--- src/rtl/eaddr_pkg.sv ---
package eaddr_pkg;
  // access kind codes
  typedef enum logic [1:0] {
    ACC_FETCH = 2'd0,
    ACC_DATA  = 2'd1,
    ACC_STACK = 2'd2,
    ACC_RSVD  = 2'd3
  } acc_kind_e;

  // control-flow kind of the retiring instruction
  typedef enum logic [1:0] {
    FLOW_NONE = 2'd0,
    FLOW_CALL = 2'd1,
    FLOW_RET  = 2'd2,
    FLOW_RST  = 2'd3
  } flow_op_e;
endpackage

--- src/rtl/eaddr_width_sel.sv ---
module eaddr_width_sel
  import eaddr_pkg::*;
(
  input  logic       long_mode,
  input  logic       ovr_valid,
  input  logic       ovr_data,
  input  logic       ovr_fetch,
  input  logic [1:0] acc_kind,
  output logic       data_long,
  output logic       fetch_long,
  output logic       access_long
);
  // overrides fall back to the persistent mode
  assign data_long  = ovr_valid ? ovr_data  : long_mode;
  assign fetch_long = ovr_valid ? ovr_fetch : long_mode;

  // fetch uses fetch width, everything else uses data width
  always_comb begin
    unique case (acc_kind)
      ACC_FETCH: access_long = fetch_long;
      default:   access_long = data_long;
    endcase
  end
endmodule

--- src/rtl/eaddr_former.sv ---
module eaddr_former #(
  parameter int ADDR_W = 24,
  parameter int OFF_W  = 16
) (
  input  logic                 wide,
  input  logic                 data_long,
  input  logic [ADDR_W-1:0]    lg_addr,
  input  logic [ADDR_W-OFF_W-1:0] page_reg,
  output logic [ADDR_W-1:0]    eff_addr,
  output logic [$clog2(ADDR_W/8+1)-1:0] stack_bytes
);
  localparam int PAGE_W      = ADDR_W - OFF_W;
  localparam int LONG_BYTES  = ADDR_W / 8;
  localparam int SHORT_BYTES = OFF_W / 8;
  localparam int SB_W        = $clog2(LONG_BYTES + 1);

  // address formation
  function automatic logic [ADDR_W-1:0] form_addr(
    input logic              w,
    input logic [PAGE_W-1:0] pg,
    input logic [ADDR_W-1:0] a
  );
    if (w) return a;
    return {pg, a[OFF_W-1:0]};
  endfunction

  // bytes per stack transfer
  function automatic logic [SB_W-1:0] xfer_bytes(input logic w);
    return w ? SB_W'(LONG_BYTES) : SB_W'(SHORT_BYTES);
  endfunction

  assign eff_addr    = form_addr(wide, page_reg, lg_addr);
  assign stack_bytes = xfer_bytes(data_long);
endmodule

--- src/rtl/eaddr_mode_reg.sv ---
module eaddr_mode_reg
  import eaddr_pkg::*;
#(
  parameter bit RESET_LONG = 1'b0
) (
  input  logic       clk,
  input  logic       rst_n,
  input  logic       retire,
  input  logic [1:0] flow_op,
  input  logic       fetch_long,
  output logic       long_mode
);
  logic is_flow;
  logic mode_set;

  assign is_flow  = (flow_op != FLOW_NONE);
  assign mode_set = retire && is_flow && fetch_long;

  always_ff @(posedge clk or negedge rst_n) begin
    if (!rst_n)        long_mode <= RESET_LONG;
    else if (mode_set) long_mode <= fetch_long;
  end

  // wide call/return/restart leaves mode wide
  a_r6_flow_sets_long: assert property (@(posedge clk) disable iff (!rst_n)
    (retire && (flow_op != 2'd0) && fetch_long) |=> long_mode);

  // no qualifying retirement, mode holds
  a_r7_mode_holds: assert property (@(posedge clk) disable iff (!rst_n)
    !(retire && (flow_op != 2'd0) && fetch_long) |=> (long_mode == $past(long_mode)));
endmodule

--- src/rtl/eaddr_unit.sv ---
module eaddr_unit
  import eaddr_pkg::*;
#(
  parameter int ADDR_W     = 24,
  parameter int OFF_W      = 16,
  parameter bit RESET_LONG = 1'b0
) (
  input  logic                        clk,
  input  logic                        rst_n,
  input  logic                        ovr_valid,
  input  logic                        ovr_data,
  input  logic                        ovr_fetch,
  input  logic [ADDR_W-1:0]           lg_addr,
  input  logic [1:0]                  acc_kind,
  input  logic [ADDR_W-OFF_W-1:0]     page_reg,
  input  logic                        retire,
  input  logic [1:0]                  flow_op,
  output logic [ADDR_W-1:0]           eff_addr,
  output logic [$clog2(ADDR_W/8+1)-1:0] stack_bytes,
  output logic                        long_mode
);
  localparam int PAGE_W = ADDR_W - OFF_W;

  // named internal events for the assertions
  logic data_long;
  logic fetch_long;
  logic access_long;

  eaddr_width_sel u_width_sel (
    .long_mode  (long_mode),
    .ovr_valid  (ovr_valid),
    .ovr_data   (ovr_data),
    .ovr_fetch  (ovr_fetch),
    .acc_kind   (acc_kind),
    .data_long  (data_long),
    .fetch_long (fetch_long),
    .access_long(access_long)
  );

  eaddr_former #(.ADDR_W(ADDR_W), .OFF_W(OFF_W)) u_former (
    .wide       (access_long),
    .data_long  (data_long),
    .lg_addr    (lg_addr),
    .page_reg   (page_reg),
    .eff_addr   (eff_addr),
    .stack_bytes(stack_bytes)
  );

  eaddr_mode_reg #(.RESET_LONG(RESET_LONG)) u_mode_reg (
    .clk       (clk),
    .rst_n     (rst_n),
    .retire    (retire),
    .flow_op   (flow_op),
    .fetch_long(fetch_long),
    .long_mode (long_mode)
  );

  // wide access passes the logical address through
  a_r1_wide_passthru: assert property (@(posedge clk) disable iff (!rst_n)
    access_long |-> (eff_addr == lg_addr));

  // paged access takes its top byte from the page register
  a_r2_paged_top: assert property (@(posedge clk) disable iff (!rst_n)
    !access_long |-> (eff_addr[ADDR_W-1:OFF_W] == page_reg &&
                      eff_addr[OFF_W-1:0] == lg_addr[OFF_W-1:0]));

  // without override both widths follow the register
  a_r4_default_width: assert property (@(posedge clk) disable iff (!rst_n)
    !ovr_valid |-> (data_long == long_mode && fetch_long == long_mode));

  // stack count is always one of the two legal sizes
  a_r5_stack_size: assert property (@(posedge clk) disable iff (!rst_n)
    (stack_bytes == 2'(ADDR_W/8)) || (stack_bytes == 2'(OFF_W/8)));

  // reset value
  always @(posedge clk) begin
    if (!rst_n) a_r8_reset_mode: assert (long_mode == RESET_LONG);
  end

  logic unused_pw;
  assign unused_pw = (PAGE_W == 0);
endmodule

--- config.mk ---
export PLATFORM = sky130hd
export DESIGN_NAME = eaddr_unit
export DESIGN_NICKNAME = d
export VERILOG_FILES = /design/src/rtl/eaddr_pkg.sv /design/src/rtl/eaddr_width_sel.sv /design/src/rtl/eaddr_former.sv /design/src/rtl/eaddr_mode_reg.sv /design/src/rtl/eaddr_unit.sv
export SDC_FILE = /design/constraint.sdc
export NUM_CORES = 1
export LEC_CHECK = 0
export BUFFER_PORTS_ARGS = -buffer_cell sky130_fd_sc_hd__buf_2
export CORE_AREA = 2 2 39 41
export CTS_BUF_LIST = sky130_fd_sc_hd__clkbuf_4
export DETAILED_ROUTE_END_ITERATION = 10
export DIE_AREA = 0 0 41 43
export GPL_TIMING_DRIVEN = 1
export PLACE_DENSITY = 0.82
export SYNTH_ARGS = -nofsm -noshare
export SYNTH_HDL_FRONTEND = slang
export SYNTH_SLANG_ARGS = --single-unit
--- constraint.sdc ---
create_clock -name clk -period 2.3 [get_ports clk]
set_input_delay 0.46 -clock clk [delete_from_list [all_inputs] [get_ports clk]]
set_output_delay 0.46 -clock clk [all_outputs]
set_load 0.02 [all_outputs]
==> results_dict.tcl <==
set metrics [dict create \
    status "complete, no violations" \
    nets 97 \
    syn_avg_cell_area_um2 8.97 \
    avgViaCountPerCell 4.13 \
    ir_drop_mv 0.0726 \
    finalHoldViolations 0 \
    final_area_um2 383 \
    p_switching_uw 47.9 \
    dp_hpwl_um 712 \
    rsz0062_at_grt "no" \
    syn_area_um2 323 \
    maxCapViolations 0 \
    routedWlPerCell_um 10.8 \
    routed_wirelength_um 743 \
    yosysSeqAreaShare_pct 7.75 \
    fmax_ghz 0.485 \
    critPathCaptureType "output port" \
    final-setup-viol-count 0 \
    reg2reg_depth 1 \
    final_antenna_net_count 0 \
    critical-path-max-stage-delay_ps 400 \
    antenna_found_initial 0 \
    grt_overflow 0 \
    critPathMaxFanout 8 \
    timing.rr.start "u_mode_reg.long_mode$_DFFE_PN0P_" \
    hp-class "in2async" \
    grt_util_all_layers_pct 6.91 \
    cp-start-kind "input port" \
    drtPass1Iterations 1 \
    grt_max_degree 9 \
    cp.arrival_ps 1600 \
    holdWs_ps 237 \
    startpoint "ovr_valid" \
    p_leak_uw 0.000201 \
    syn-num-nets 78 \
    top_regs "u_mode_reg.long_mode x1" \
    clk_pin_slew_worst_paths_ps 0 \
    path_cells "buf_2, nand2_2, o311ai_4, mux2_2, buf_2" \
    areaGrowthSynthToFinish_pct 18.6 \
    cts_resized 0 \
    required_ps 1840 \
    vias 285 \
    die_w_um 41 \
    power.share.switching_pct 43.6 \
    drt-met1-wl_um 205 \
    clk-insertion-delay-late_ps 0 \
    core_mm2 0.00138 \
    first_iter_violations 0 \
    crit_type "in2out" \
    cp_slowest_cell "o311ai_4" \
    reg2reg_setup_slack_ps 1650 \
    drive_gt1_share_pct 84.9 \
    grt_pass1_vias 264 \
    cts_hold_buf 0 \
    fin_skew_ps 0 \
    cpMostUsedCell "buf_2" \
    largest_reg_flops 1 \
    fin_crit_sh_pct 89.6 \
    layout_min_cycle_time_ps 2060 \
    rows 14 \
    comb_power_share_pct 83.3 \
    synth_top_area_cell "buf_4" \
    grt_first_pass_wirelength_um 917 \
    post-route-drc-count 0 \
    power.density_mw_per_mm2 287 \
    placed_area_um2 383 \
    start_util_pct 23.3 \
    synth_top_area_share_pct 41.9 \
    synthTopCellsByArea "buf_4 (42%), mux2_2 (28%), o311ai_4 (8.1%)" \
    yosysUniqueCellTypes 10 \
    reg2reg_to "u_mode_reg.long_mode$_DFFE_PN0P_" \
    p_seq_share_pct 16.7 \
    tns_ps 0 \
    numPortBuffers 35 \
    routabilityCongestion 0.518 \
    met2WireLength_um 433 \
    drv_slew 0 \
    clockPowerShare_pct 0 \
    dieArea_mm2 0.00176 \
    top_register "u_mode_reg.long_mode" \
    highest-signal-layer "met3" \
    synth_cells 36 \
    die_h_um 43 \
    met3_length_um 104 \
    post_cts_buffers 0 \
    crit_end "eff_addr[20]" \
    n_antenna_cell 0 \
    ios 69 \
    power.internal_uw 61.9 \
    yosys_warnings 0 \
    synth.ff_latch_count 1 \
]
-- cell usage in the layout, fill, tap and decap left out --
cell | Yosys | layout
buf_2 | 0 | 35
mux2_2 | 8 | 8
nand2b_1 | 2 | 2
nand2_1 | 2 | 2
nand2_2 | 1 | 1
o211ai_1 | 1 | 1
o311ai_4 | 1 | 1
o2111ai_1 | 1 | 1
conb_1 | 1 | 1
dfrtp_1 | 1 | 1
-- through the flow --
stage / instances / utilization (%) / power (uW) / setup slack (ps)
CTS: 69 / 27.7 / 111 / 221
global placement: 69 / 27.7 / 110 / 235
global route: 69 / 27.7 / 117 / 162
floorplan: 36 / - / 110 / 531
detailed placement: 69 / 27.7 / 111 / 222
finish: 69 / 27.7 / 110 / 239
-- per-layer routing --
layer	vias to the layer above	GRT usage (%)
met2	19	15.3
li1	138	-
met1	128	5.41
met5	-	0
met4	0	0
met3	0	1.57
-- cell usage after synthesis, drive strengths merged --
cell / number
buf: 18
dfrtp: 1
conb: 1
mux2: 8
nand2b: 2
o211ai: 1
o2111ai: 1
o311ai: 1
nand2: 3
-- layout make-up --
type / count / area [um2]
fillers: 165 / 1000
multi-input cells: 17 / 163
flip-flops and latches: 1 / 25.0
well taps: 16 / 20.0
repair buffers: 35 / 175
-- logic make-up after synthesis --
family	Yosys count	share of synthesized area [%]
AO/OA/AOI/OAI	3	13.2
AND/OR/NAND/NOR	5	8.14
other	1	1.16
multiplexers	8	27.9
flip-flops	1	7.75
buffers and inverters	18	41.9
-- worst max-delay path, delay by kind of cell --
kind / cells / cell delay, ps
buf+inv: 2 / 280
simple gates: 1 / 70
compound gates: 1 / 400
mux: 1 / 380
-- worst min path at each step --
stage	start	endpoint	slack (ps)	cells after the start
after floorplan	rst_n	u_mode_reg.long_mode$_DFFE_PN0P_	160	0
after global routing	rst_n	u_mode_reg.long_mode$_DFFE_PN0P_	240	1
after global placement	rst_n	u_mode_reg.long_mode$_DFFE_PN0P_	230	1
after detailed placement	rst_n	u_mode_reg.long_mode$_DFFE_PN0P_	240	1
final	rst_n	u_mode_reg.long_mode$_DFFE_PN0P_	240	1
after CTS	rst_n	u_mode_reg.long_mode$_DFFE_PN0P_	240	1
-- power groups by stage --
stage | clock network (uW) | logic (uW) | registers (uW)
floorplan | 0 | 91.7 | 18.6
global placement | 0 | 91.3 | 18.3
detailed placement | 0 | 92.6 | 18.3
CTS | 0 | 92.9 | 18.3
global route | 0 | 98.2 | 18.4
finish | 0 | 91.5 | 18.3
(Power assumes the default switching activity.)
